File: src/rtl/bbm_pkg.sv
package bbm_pkg;
    // Half-bus-clock phases of one transfer: start phase halves and command phase halves.
    typedef enum logic [2:0] {
        PH_IDLE = 3'd0,
        PH_TS_A = 3'd1,
        PH_TS_B = 3'd2,
        PH_TC_A = 3'd3,
        PH_TC_B = 3'd4
    } phase_t;
endpackage

File: src/rtl/bbm_ctrl.sv
// Phase sequencer: steps through start and command half-phases, counts the
// words left, negotiates burst on the first start phase, samples the slave
// ready line at each command midpoint and drives the master burst strobe.
// Assumes clk runs at twice the bus clock, so that each phase half is one cycle.
module bbm_ctrl
    import bbm_pkg::*;
#(
    parameter int CNT_W = 8
) (
    input  logic             clk,
    input  logic             rst_n,
    input  logic             req_valid,
    input  logic [CNT_W-1:0] req_count,
    input  logic             req_burst,
    input  logic             ex16_n,
    input  logic             ex32_n,
    input  logic             slburst_n,
    input  logic             exrdy,
    output phase_t           phase,
    output logic             accept,
    output logic             mid,
    output logic             fin,
    output logic             adv,
    output logic             load_w,
    output logic             hold_set,
    output logic             burst_on,
    output logic             msburst_n,
    output logic             done,
    output logic             err
);
    logic [CNT_W-1:0] rem;
    logic             first_q;
    logic             want_burst;
    logic             rdy_q;
    logic             last;
    logic             claim_ok;
    phase_t           nxt;

    assign last     = (rem == CNT_W'(1));
    assign claim_ok = !ex16_n || !ex32_n;
    assign accept   = (phase == PH_IDLE) && req_valid && (req_count != '0);
    assign mid      = (phase == PH_TC_A);
    assign fin      = (phase == PH_TC_B) && rdy_q;
    assign adv      = mid && exrdy && !last;
    assign load_w   = (phase == PH_TS_A) || (fin && burst_on && !last);
    assign hold_set = fin && !burst_on;

    // Next-phase selection.
    always_comb begin
        nxt = phase;
        unique case (phase)
            PH_IDLE: if (accept) nxt = PH_TS_A;
            PH_TS_A: nxt = PH_TS_B;
            PH_TS_B: nxt = claim_ok ? PH_TC_A : PH_IDLE;
            PH_TC_A: nxt = PH_TC_B;
            PH_TC_B: begin
                if (!rdy_q)        nxt = PH_TC_A;
                else if (last)     nxt = PH_IDLE;
                else if (burst_on) nxt = PH_TC_A;
                else               nxt = PH_TS_A;
            end
            default: nxt = PH_IDLE;
        endcase
    end

    // Phase register.
    always_ff @(posedge clk) begin
        if (!rst_n) phase <= PH_IDLE;
        else        phase <= nxt;
    end

    // Word count, burst negotiation, ready sample, strobes and status.
    always_ff @(posedge clk) begin
        if (!rst_n) begin
            rem        <= '0;
            first_q    <= 1'b0;
            want_burst <= 1'b0;
            burst_on   <= 1'b0;
            rdy_q      <= 1'b0;
            msburst_n  <= 1'b1;
            done       <= 1'b0;
            err        <= 1'b0;
        end else begin
            done <= fin && last;
            if (accept) begin
                rem        <= req_count;
                first_q    <= 1'b1;
                want_burst <= req_burst;
                burst_on   <= 1'b0;
                err        <= 1'b0;
            end
            if (phase == PH_TS_B) begin
                first_q <= 1'b0;
                if (!claim_ok)
                    err <= 1'b1;
                else if (first_q && want_burst && !slburst_n && !last)
                    burst_on <= 1'b1;
            end
            if (mid) begin
                rdy_q <= exrdy;
                if (burst_on) msburst_n <= exrdy && last;
            end
            if (fin) begin
                rem <= rem - CNT_W'(1);
                if (last) begin
                    burst_on  <= 1'b0;
                    msburst_n <= 1'b1;
                end
            end
        end
    end


    err_idle_chk: assert property (@(posedge clk) disable iff (!rst_n)
        err |-> (phase == PH_IDLE));

    wait_repeat_chk: assert property (@(posedge clk) disable iff (!rst_n)
        (mid && !exrdy) |=> (phase == PH_TC_B && !fin));

    burst_strobe_chk: assert property (@(posedge clk) disable iff (!rst_n)
        (burst_on && phase == PH_TC_B && !last) |-> !msburst_n);

    burst_last_chk: assert property (@(posedge clk) disable iff (!rst_n)
        (burst_on && fin && last) |-> msburst_n);
endmodule

File: src/rtl/bbm_addr.sv
// Address generator: loads the start address on acceptance and steps it by
// one word when the sequencer reports a ready midpoint with words remaining.
// Assumes the step equals the bus word size in bytes.
module bbm_addr #(
    parameter int AW   = 32,
    parameter int STEP = 4
) (
    input  logic          clk,
    input  logic          rst_n,
    input  logic          accept,
    input  logic [AW-1:0] req_addr,
    input  logic          adv,
    input  logic          mid,
    input  logic          exrdy,
    output logic [AW-1:0] addr_q
);
    // Address register: load or pipeline forward.
    always_ff @(posedge clk) begin
        if (!rst_n)      addr_q <= '0;
        else if (accept) addr_q <= req_addr;
        else if (adv)    addr_q <= addr_q + AW'(STEP);
    end


    addr_wait_chk: assert property (@(posedge clk) disable iff (!rst_n)
        (mid && !exrdy) |=> $stable(addr_q));

    addr_step_chk: assert property (@(posedge clk) disable iff (!rst_n)
        adv |=> (addr_q == $past(addr_q) + AW'(STEP)));
endmodule

File: src/rtl/bbm_data.sv
// Data path: loads write words into the bus output register, drives the
// output enable over the write window plus a one-cycle hold after standard
// cycles, and captures read words at completing edges.
// Assumes the user keeps the next write word on wr_data ahead of each load.
module bbm_data
    import bbm_pkg::*;
#(
    parameter int DW = 32
) (
    input  logic          clk,
    input  logic          rst_n,
    input  phase_t        phase,
    input  logic          write_q,
    input  logic          load_w,
    input  logic          hold_set,
    input  logic          fin,
    input  logic [DW-1:0] wr_data,
    input  logic [DW-1:0] bus_din,
    output logic [DW-1:0] bus_dout,
    output logic          bus_doe,
    output logic          wr_pop,
    output logic [DW-1:0] rd_data,
    output logic          rd_valid
);
    logic hold_q;
    logic drive;

    assign drive   = write_q && (phase == PH_TS_B || phase == PH_TC_A || phase == PH_TC_B);
    assign bus_doe = drive || hold_q;

    // Write word register, take pulse and hold flag.
    always_ff @(posedge clk) begin
        if (!rst_n) begin
            bus_dout <= '0;
            wr_pop   <= 1'b0;
            hold_q   <= 1'b0;
        end else begin
            wr_pop <= load_w && write_q;
            hold_q <= hold_set && write_q;
            if (load_w && write_q) bus_dout <= wr_data;
        end
    end

    // Read capture at each completing edge.
    always_ff @(posedge clk) begin
        if (!rst_n) begin
            rd_data  <= '0;
            rd_valid <= 1'b0;
        end else begin
            rd_valid <= fin && !write_q;
            if (fin && !write_q) rd_data <= bus_din;
        end
    end


    write_hold_chk: assert property (@(posedge clk) disable iff (!rst_n)
        (hold_set && write_q) |=> (bus_doe && $stable(bus_dout)));

    read_quiet_chk: assert property (@(posedge clk) disable iff (!rst_n)
        !write_q |-> !bus_doe);
endmodule

File: src/rtl/burst_bus_master.sv
// Top of the bus master sequencer: latches the request attributes, ties the
// sequencer, address generator and data path together and decodes strobes.
// Assumes a 2x internal clock and a slave that holds its claim lines valid
// at the end of each start phase.
module burst_bus_master
    import bbm_pkg::*;
#(
    parameter int AW    = 32,
    parameter int DW    = 32,
    parameter int CNT_W = 8
) (
    input  logic             clk,
    input  logic             rst_n,
    input  logic             req_valid,
    output logic             req_ready,
    input  logic [AW-1:0]    req_addr,
    input  logic             req_write,
    input  logic             req_mem,
    input  logic [CNT_W-1:0] req_count,
    input  logic             req_burst,
    input  logic [DW-1:0]    wr_data,
    output logic             wr_pop,
    output logic [DW-1:0]    rd_data,
    output logic             rd_valid,
    output logic             busy,
    output logic             done,
    output logic             err,
    output logic [AW-1:0]    bus_addr,
    output logic [DW/8-1:0]  bus_be_n,
    output logic             bus_mio,
    output logic             bus_write,
    output logic             start_n,
    output logic             msburst_n,
    input  logic             ex16_n,
    input  logic             ex32_n,
    input  logic             slburst_n,
    input  logic             exrdy,
    input  logic [DW-1:0]    bus_din,
    output logic [DW-1:0]    bus_dout,
    output logic             bus_doe
);
    localparam int BEW  = DW / 8;
    localparam int STEP = DW / 8;

    phase_t phase;
    logic   accept, mid, fin, adv, load_w, hold_set, burst_on;
    logic   dir_q, mem_q;

    assign req_ready = (phase == PH_IDLE);
    assign busy      = (phase != PH_IDLE);
    assign start_n   = !(phase == PH_TS_A || phase == PH_TS_B);
    assign bus_be_n  = busy ? '0 : {BEW{1'b1}};
    assign bus_write = dir_q;
    assign bus_mio   = mem_q;

    // Request attribute latch.
    always_ff @(posedge clk) begin
        if (!rst_n) begin
            dir_q <= 1'b0;
            mem_q <= 1'b0;
        end else if (accept) begin
            dir_q <= req_write;
            mem_q <= req_mem;
        end
    end

    bbm_ctrl #(.CNT_W(CNT_W)) u_ctrl (
        .clk(clk), .rst_n(rst_n), .req_valid(req_valid), .req_count(req_count),
        .req_burst(req_burst), .ex16_n(ex16_n), .ex32_n(ex32_n),
        .slburst_n(slburst_n), .exrdy(exrdy), .phase(phase), .accept(accept),
        .mid(mid), .fin(fin), .adv(adv), .load_w(load_w), .hold_set(hold_set),
        .burst_on(burst_on), .msburst_n(msburst_n), .done(done), .err(err)
    );

    bbm_addr #(.AW(AW), .STEP(STEP)) u_addr (
        .clk(clk), .rst_n(rst_n), .accept(accept), .req_addr(req_addr),
        .adv(adv), .mid(mid), .exrdy(exrdy), .addr_q(bus_addr)
    );

    bbm_data #(.DW(DW)) u_data (
        .clk(clk), .rst_n(rst_n), .phase(phase), .write_q(dir_q),
        .load_w(load_w), .hold_set(hold_set), .fin(fin), .wr_data(wr_data),
        .bus_din(bus_din), .bus_dout(bus_dout), .bus_doe(bus_doe),
        .wr_pop(wr_pop), .rd_data(rd_data), .rd_valid(rd_valid)
    );


    dir_stable_chk: assert property (@(posedge clk) disable iff (!rst_n)
        (busy && $past(busy)) |-> $stable(bus_write));

    start_enter_chk: assert property (@(posedge clk) disable iff (!rst_n)
        $fell(start_n) |=> !start_n);

    start_len_chk: assert property (@(posedge clk) disable iff (!rst_n)
        (!start_n && $past(!start_n)) |=> start_n);

    burst_only_busy_chk: assert property (@(posedge clk) disable iff (!rst_n)
        !msburst_n |-> (busy && !burst_on == 1'b0));
endmodule

File: config.mk
export PLATFORM = sky130hd
export DESIGN_NAME = burst_bus_master
export DESIGN_NICKNAME = d
export VERILOG_FILES = /design/src/rtl/bbm_pkg.sv /design/src/rtl/bbm_ctrl.sv /design/src/rtl/bbm_addr.sv /design/src/rtl/bbm_data.sv /design/src/rtl/burst_bus_master.sv
export SDC_FILE = /design/constraint.sdc
export NUM_CORES = 1
export LEC_CHECK = 0
export ABC_AREA = 1
export CAP_MARGIN = 0
export CORE_UTILIZATION = 48
export CTS_CLUSTER_SIZE = 8
export DETAILED_ROUTE_END_ITERATION = 10
export PLACE_DENSITY = 0.86
export SLEW_MARGIN = 0
export SYNTH_ARGS = -nofsm -noshare
export SYNTH_HDL_FRONTEND = slang
export SYNTH_HIERARCHICAL = 1
export SYNTH_SLANG_ARGS = --single-unit
File: constraint.sdc
create_clock -name clk -period 4.1 [get_ports clk]
set_input_delay 1.025 -clock clk [delete_from_list [all_inputs] [get_ports clk]]
set_output_delay 1.025 -clock clk [all_outputs]
set_load 0.01 [all_outputs]
# Word level (Yosys, flattened, before mapping)
# Cells that the tools add are included.
[totals] register_bits=119 input_bits=114 out_inout_bits=111
[op_classes] reduce_logical=36 n_eq_ne=6 add_sub_neg=2 bitwise=1 mux=24
[ops] cell="two-way mux 32 bit" n=2
[ops] cell="adder 32 x 3 -> 32 bit (second input constant)" n=1
[ops] cell="logical AND 1 bit" n=17
[ops] cell="two-way mux 8 bit" n=2
[ops] cell="case mux 3 bit (5 select lines)" n=1
[ops] cell="two-way mux 1 bit" n=13
[ops] cell="two-way mux 3 bit" n=3
[ops] cell="== test 8 x 1 -> 1 bit (second input constant)" n=1
[ops] cell="nonzero test 8 bit" n=1
[ops] cell="subtractor 8 x 1 -> 8 bit (second input constant)" n=1
[ops] cell="logical NOT 1 bit" n=7
[ops] cell="== test 3 x 2 -> 1 bit (second input constant)" n=2
[ops] cell="logical OR 1 bit" n=6
[ops] cell="two-way mux 2 bit" n=2
[ops] cell="two-way mux 4 bit" n=1
[ops] cell="nonzero test 2 bit" n=2
[ops] cell="== test 3 x 1 -> 1 bit (second input constant)" n=1
[ops] cell="== test 3 bit (second input constant)" n=1
[ops] cell="logical NOT 3 bit" n=1
[ops] cell="nonzero test 3 bit" n=1
[ops] cell="inequality test 2 x 1 -> 1 bit (second input constant)" n=1
[ops] cell="OR reduction 2 bit" n=1
[ops] cell="NOT 1 bit" n=1

# Logic depth before layout (Yosys ltp)
[logic_depth] ltp_word=9 ltp_mapped=13

# Hierarchy
# Netlist, hierarchy kept.
[modules_own_cells] mod="bbm_data" seq_area_each_um2=1341.3 area_per_inst_um2=2675.1 instances=1 cells_each=368
[modules_own_cells] mod="bbm_addr" seq_area_each_um2=640.6 area_per_inst_um2=2103.3 instances=1 cells_each=330
[modules_own_cells] mod="bbm_ctrl" seq_area_each_um2=360.3 area_per_inst_um2=1124.8 instances=1 cells_each=180
[modules_own_cells] mod="burst_bus_master" seq_area_each_um2=40.0 area_per_inst_um2=140.1 instances=1 cells_each=23

# Worst setup path after synthesis
# No wires, ideal clock.
[synth_path] path_kind="input -> register" startpoint="in req_count[1]" endpoint="reg u_addr.addr_q[18]" slack_ps=1823 arrival_time_ps=2206 setup_ps=70 cell_stages=10 path_cell_list="inv_1 -> nand2_1 -> nor2_1 -> nand2_1 -> nand2_2 -> inv_2 -> nor2_1 -> buf_2 -> a22oi_1 -> a21oi_1"
[synth_between] elab_chain_cells=3 elab_cells_between_ends=4 classes_between="mux: 1; reduce/logical: 3"
[synth_rtl] item="from (decl)" line_no="burst_bus_master.sv:19" source="input logic [CNT_W-1:0] req_count,"
[synth_rtl] item="nonzero test 8 bit *" line_no="bbm_ctrl.sv:41" source="assign accept = (phase == PH_IDLE) && req_valid && (req_count != '0);"
[synth_rtl] item="logical AND 1 bit *" line_no="bbm_ctrl.sv:41"
[synth_rtl] item="net accept" line_no="burst_bus_master.sv:46" source="logic accept, mid, fin, adv, load_w, hold_set, burst_on;"
[synth_rtl] item="two-way mux 32 bit or nonzero test 2 bit (tied branches)"
[synth_rtl] item="to (signal assigned)" line_no="bbm_addr.sv:20" source="else if (accept) addr_q <= req_addr;"
[synth_rtl] item="to (signal assigned)" line_no="bbm_addr.sv:21" source="else if (adv) addr_q <= addr_q + AW'(STEP);"
[synth_rtl] item="to (decl)" line_no="bbm_addr.sv:15" source="output logic [AW-1:0] addr_q"
# The timed path passes the listed nets; every way through them passes the cells marked *.
# A chain may end at the register's enable or synchronous reset.

# Final worst setup path
[layout_path] startpoint="in req_count[4]" endpoint="reg u_addr.addr_q[12]"
# The elaborated chain is that of the path after synthesis.

==> flow_summary.yaml <==
sta:
  tightestPinTransition_ns: 0.787
  finalHoldViolCount: 0
  finalCritPeriodShare_pct: 75.0
  skew_ns: 0.00771
  slew_headroom_pct: 47.5
  setup_viol: 0
  post-route-min-period_ns: 3.08
  holdWs_ns: 0.457
  setup_tns_ns: 0
  worst_slack_ns: 1.02
  fmax_ghz: 0.325
  drv_slew: 0
  rsz0062_at_grt: "no"
worst_hold_path:
  hold_class: "flip-flop to flip-flop"
  holdPathStages: 2
  min-delay-start: "u_data/bus_dout[27]$_SDFFE_PN0P_"
  hold_end: "u_data/bus_dout[27]$_SDFFE_PN0P_"
detailed_routing:
  drtIter0Drc: 501
  via_count: 6509
  ant_nets: 0
  post_drt_wl_per_cell_um: 13.9
  remaining_drc_errors: 0
  wl_met3_mm: 1.35
  drtPass1Iterations: 5
  drt-met1-wl_mm: 7.45
  viasPerCell: 5.06
  wirelength_mm: 17.9
  highest_layer: "met4"
  met2WireLength_mm: 8.70
placement:
  portBuffers: 224
  dpl_cell_area_um2: 8260
  dp_cells: 1254
  dpl_worst_slack_ns: 0.665
  place_congestion: 0.865
  dp_hpwl_mm: 12.4
grt:
  grt_pass1_vias: 5887
  grt_pass1_wl_mm: 28.4
  grt_overflow: 0
  antenna_found_initial: 0
  grt_max_degree: 40
  grt.total_usage_pct: 27.5
finish:
  stdcell_area_um2: 8870
  nets: 1222
  antennaDiodeCount: 0
  fillCellCount: 1011
  syn_to_final_growth_pct: 46.9
  final_cells: 1286
  drive_gt1_share_pct: 7.25
  fin_util_pct: 73.0
clock_tree:
  numCtsBuffers: 17
  clkTransAtPathRegs_ns: 0.05
  cts_tree: "yes"
  clock_path_buffers: 2
  ctsHoldBuffers: 0
  cts-root-buf: "clkbuf_16"
  clock-sinks: 119
  clock_latency_ns: 0.41
  cts_resized: 0
  cts-htree-levels: 4
  post_cts_buffers: 0
synthesis:
  synthMuxAreaShare_pct: 0
  synthSimpleGateAreaFrac_pct: 37.4
  yosys-top-cells-area: "dfxtp_1, nand2_1, nand3_1, nor2_1, inv_1"
  synth_area_leader_cell: "dfxtp_1"
  yosys.area_share.xor_xnor_pct: 1.01
  netlist.area_leader.share_pct: 39.4
  yosysMostFrequentCell: "nand2_1"
  synth_top_flop_cell: "dfxtp_1"
  yosys_register_bits: 119
  netlist_area_um2: 6040
  avgSynthCellArea_um2: 6.71
  yosys.cell_types.count: 32
  synth_top_family_by_area: "simple AND/OR/NAND/NOR gates"
  synth_commonest_cells: "nand2_1, nor2_1, nand3_1"
  ys_warn_count: 6
  yosysSeqAreaShare_pct: 39.4
  synth_compound_area_share_pct: 10.5
  synth_edf_count: 0
  syn_nets: 1018
  syn_inst: 901
  synthAdderAreaFrac_pct: 0.621
  async_flop_share_pct: 0
power_and_ir_drop:
  total_power_mw: 3.88
  p_leak_nw: 3.54
  powerDensity_nw_per_um2: 437
  ir_worst_vdd_mv: 0.239
critical_path:
  worstSetupEndpointType: "flip-flop"
  arrival_ns: 3.40
  regToRegSetupSlack_ns: 1.56
  path_max_fanout: 15
  rr_endpoint: "u_addr/addr_q[12]$_SDFFE_PN0N_"
  start_kind: "input pin"
  crit_required_ns: 4.42
  ff2ff_path_depth: 9
  r2r-start: "u_ctrl/phase[1]$_SDFFE_PN0P_"
  path_class: "input pin to flip-flop"
run:
  maxCapViolations: 0
die:
  num_rows: 40
  die_h_um: 114
  die_x_um: 114
  ioPinCount: 225
  die_area_um2: 13000
  core-area_um2: 12200
  start_util_pct: 49.7
run_status:
  status: "finished, final reports clean"
-- registers in the layout, indices dropped and copies added (netlist names) --
signal and count:
u_addr/addr_q 32, u_data/bus_dout 32, u_data/rd_data 32, u_ctrl/rem 8, u_ctrl/phase 3, bus_mio 1
bus_write 1, u_ctrl/burst_on 1, u_ctrl/done 1, u_ctrl/err 1, u_ctrl/first_q 1, u_ctrl/msburst_n 1
u_ctrl/rdy_q 1, u_ctrl/want_burst 1, u_data/hold_q 1, u_data/rd_valid 1, u_data/wr_pop 1
-- report_power, final --
part	switching, mW	internal, mW	leakage, nW
Combinational	0.535	0.457	2.27
Clock	0.503	1.02	0.304
Sequential	0.113	1.26	0.968
Total	1.15	2.73	3.54
-- cells by family (layout without fill, tap and decap cells) --
group	count (synthesis)	in the layout
xor gates and xnor gates	7	7
DFF	119	119
and+or+nand+nor	511	511
adders and majority gates	3	3
buffers and inverters	148	365
AOI/OAI and AO/OA	113	113
-- worst max path at each step --
stage | startpoint | end | cells past startpoint
4_1_cts | req_count[4] | u_addr/addr_q[12]$_SDFFE_PN0N_ | 13
5_1_grt | req_count[5] | u_addr/addr_q[18]$_SDFFE_PN0N_ | 13
3_5_place_dp | req_count[4] | u_addr/addr_q[12]$_SDFFE_PN0N_ | 13
3_3_place_gp | req_count[0] | u_addr/addr_q[17]$_SDFFE_PN0N_ | 13
6_report | req_count[4] | u_addr/addr_q[12]$_SDFFE_PN0N_ | 13
2_1_floorplan | req_count[1] | u_addr/addr_q[18]$_SDFFE_PN0N_ | 10
-- layer usage --
layer	global-route usage [%]	vias up
met5	0	-
met1	32.5	2938
met3	6.78	33
met4	11.1	0
li1	-	3281
met2	47.8	257
-- cell usage in the layout (no fill, tap or decap), drive strengths merged, types with 4 or more instances in the layout --
cell type | Yosys | layout
clkdlybuf4s50 | 0 | 223
nor3 | 4 | 4
o21ai | 15 | 15
a21oi | 69 | 69
a31oi | 5 | 5
a22oi | 20 | 20
inv | 101 | 101
dfxtp | 119 | 119
buf | 38 | 8
nand3 | 122 | 122
clkbuf | 8 | 24
clkinv | 1 | 6
nor2 | 148 | 148
nand2 | 227 | 227
xor2 | 5 | 5
-- area by class of cell --
type / count / area [um^2] / area share (%)
timing repair buffer: 231 / 2290 / 25.8
multi-input combinational: 634 / 3000 / 33.8
sequential: 119 / 2380 / 26.8
tap: 168 / 210 / 2.37
clock inverter: 8 / 119 / 1.34
clock buffer: 24 / 492 / 5.54
inverter: 102 / 383 / 4.31
-- worst max-delay path: stages --
cell             delay (ns)
clkdlybuf4s50_1        0.43
inv_1                  0.06
nand2_1                0.05
nor2_1                 0.09
nand2_1                0.10
nand2_2                0.26
inv_2                  0.06
inv_1                  0.24
nand2_1                0.16
inv_1                  0.40
buf_4                  0.26
nand3_1                0.08
a31oi_1                0.15
Note: power is estimated with default switching activity, not from simulation.
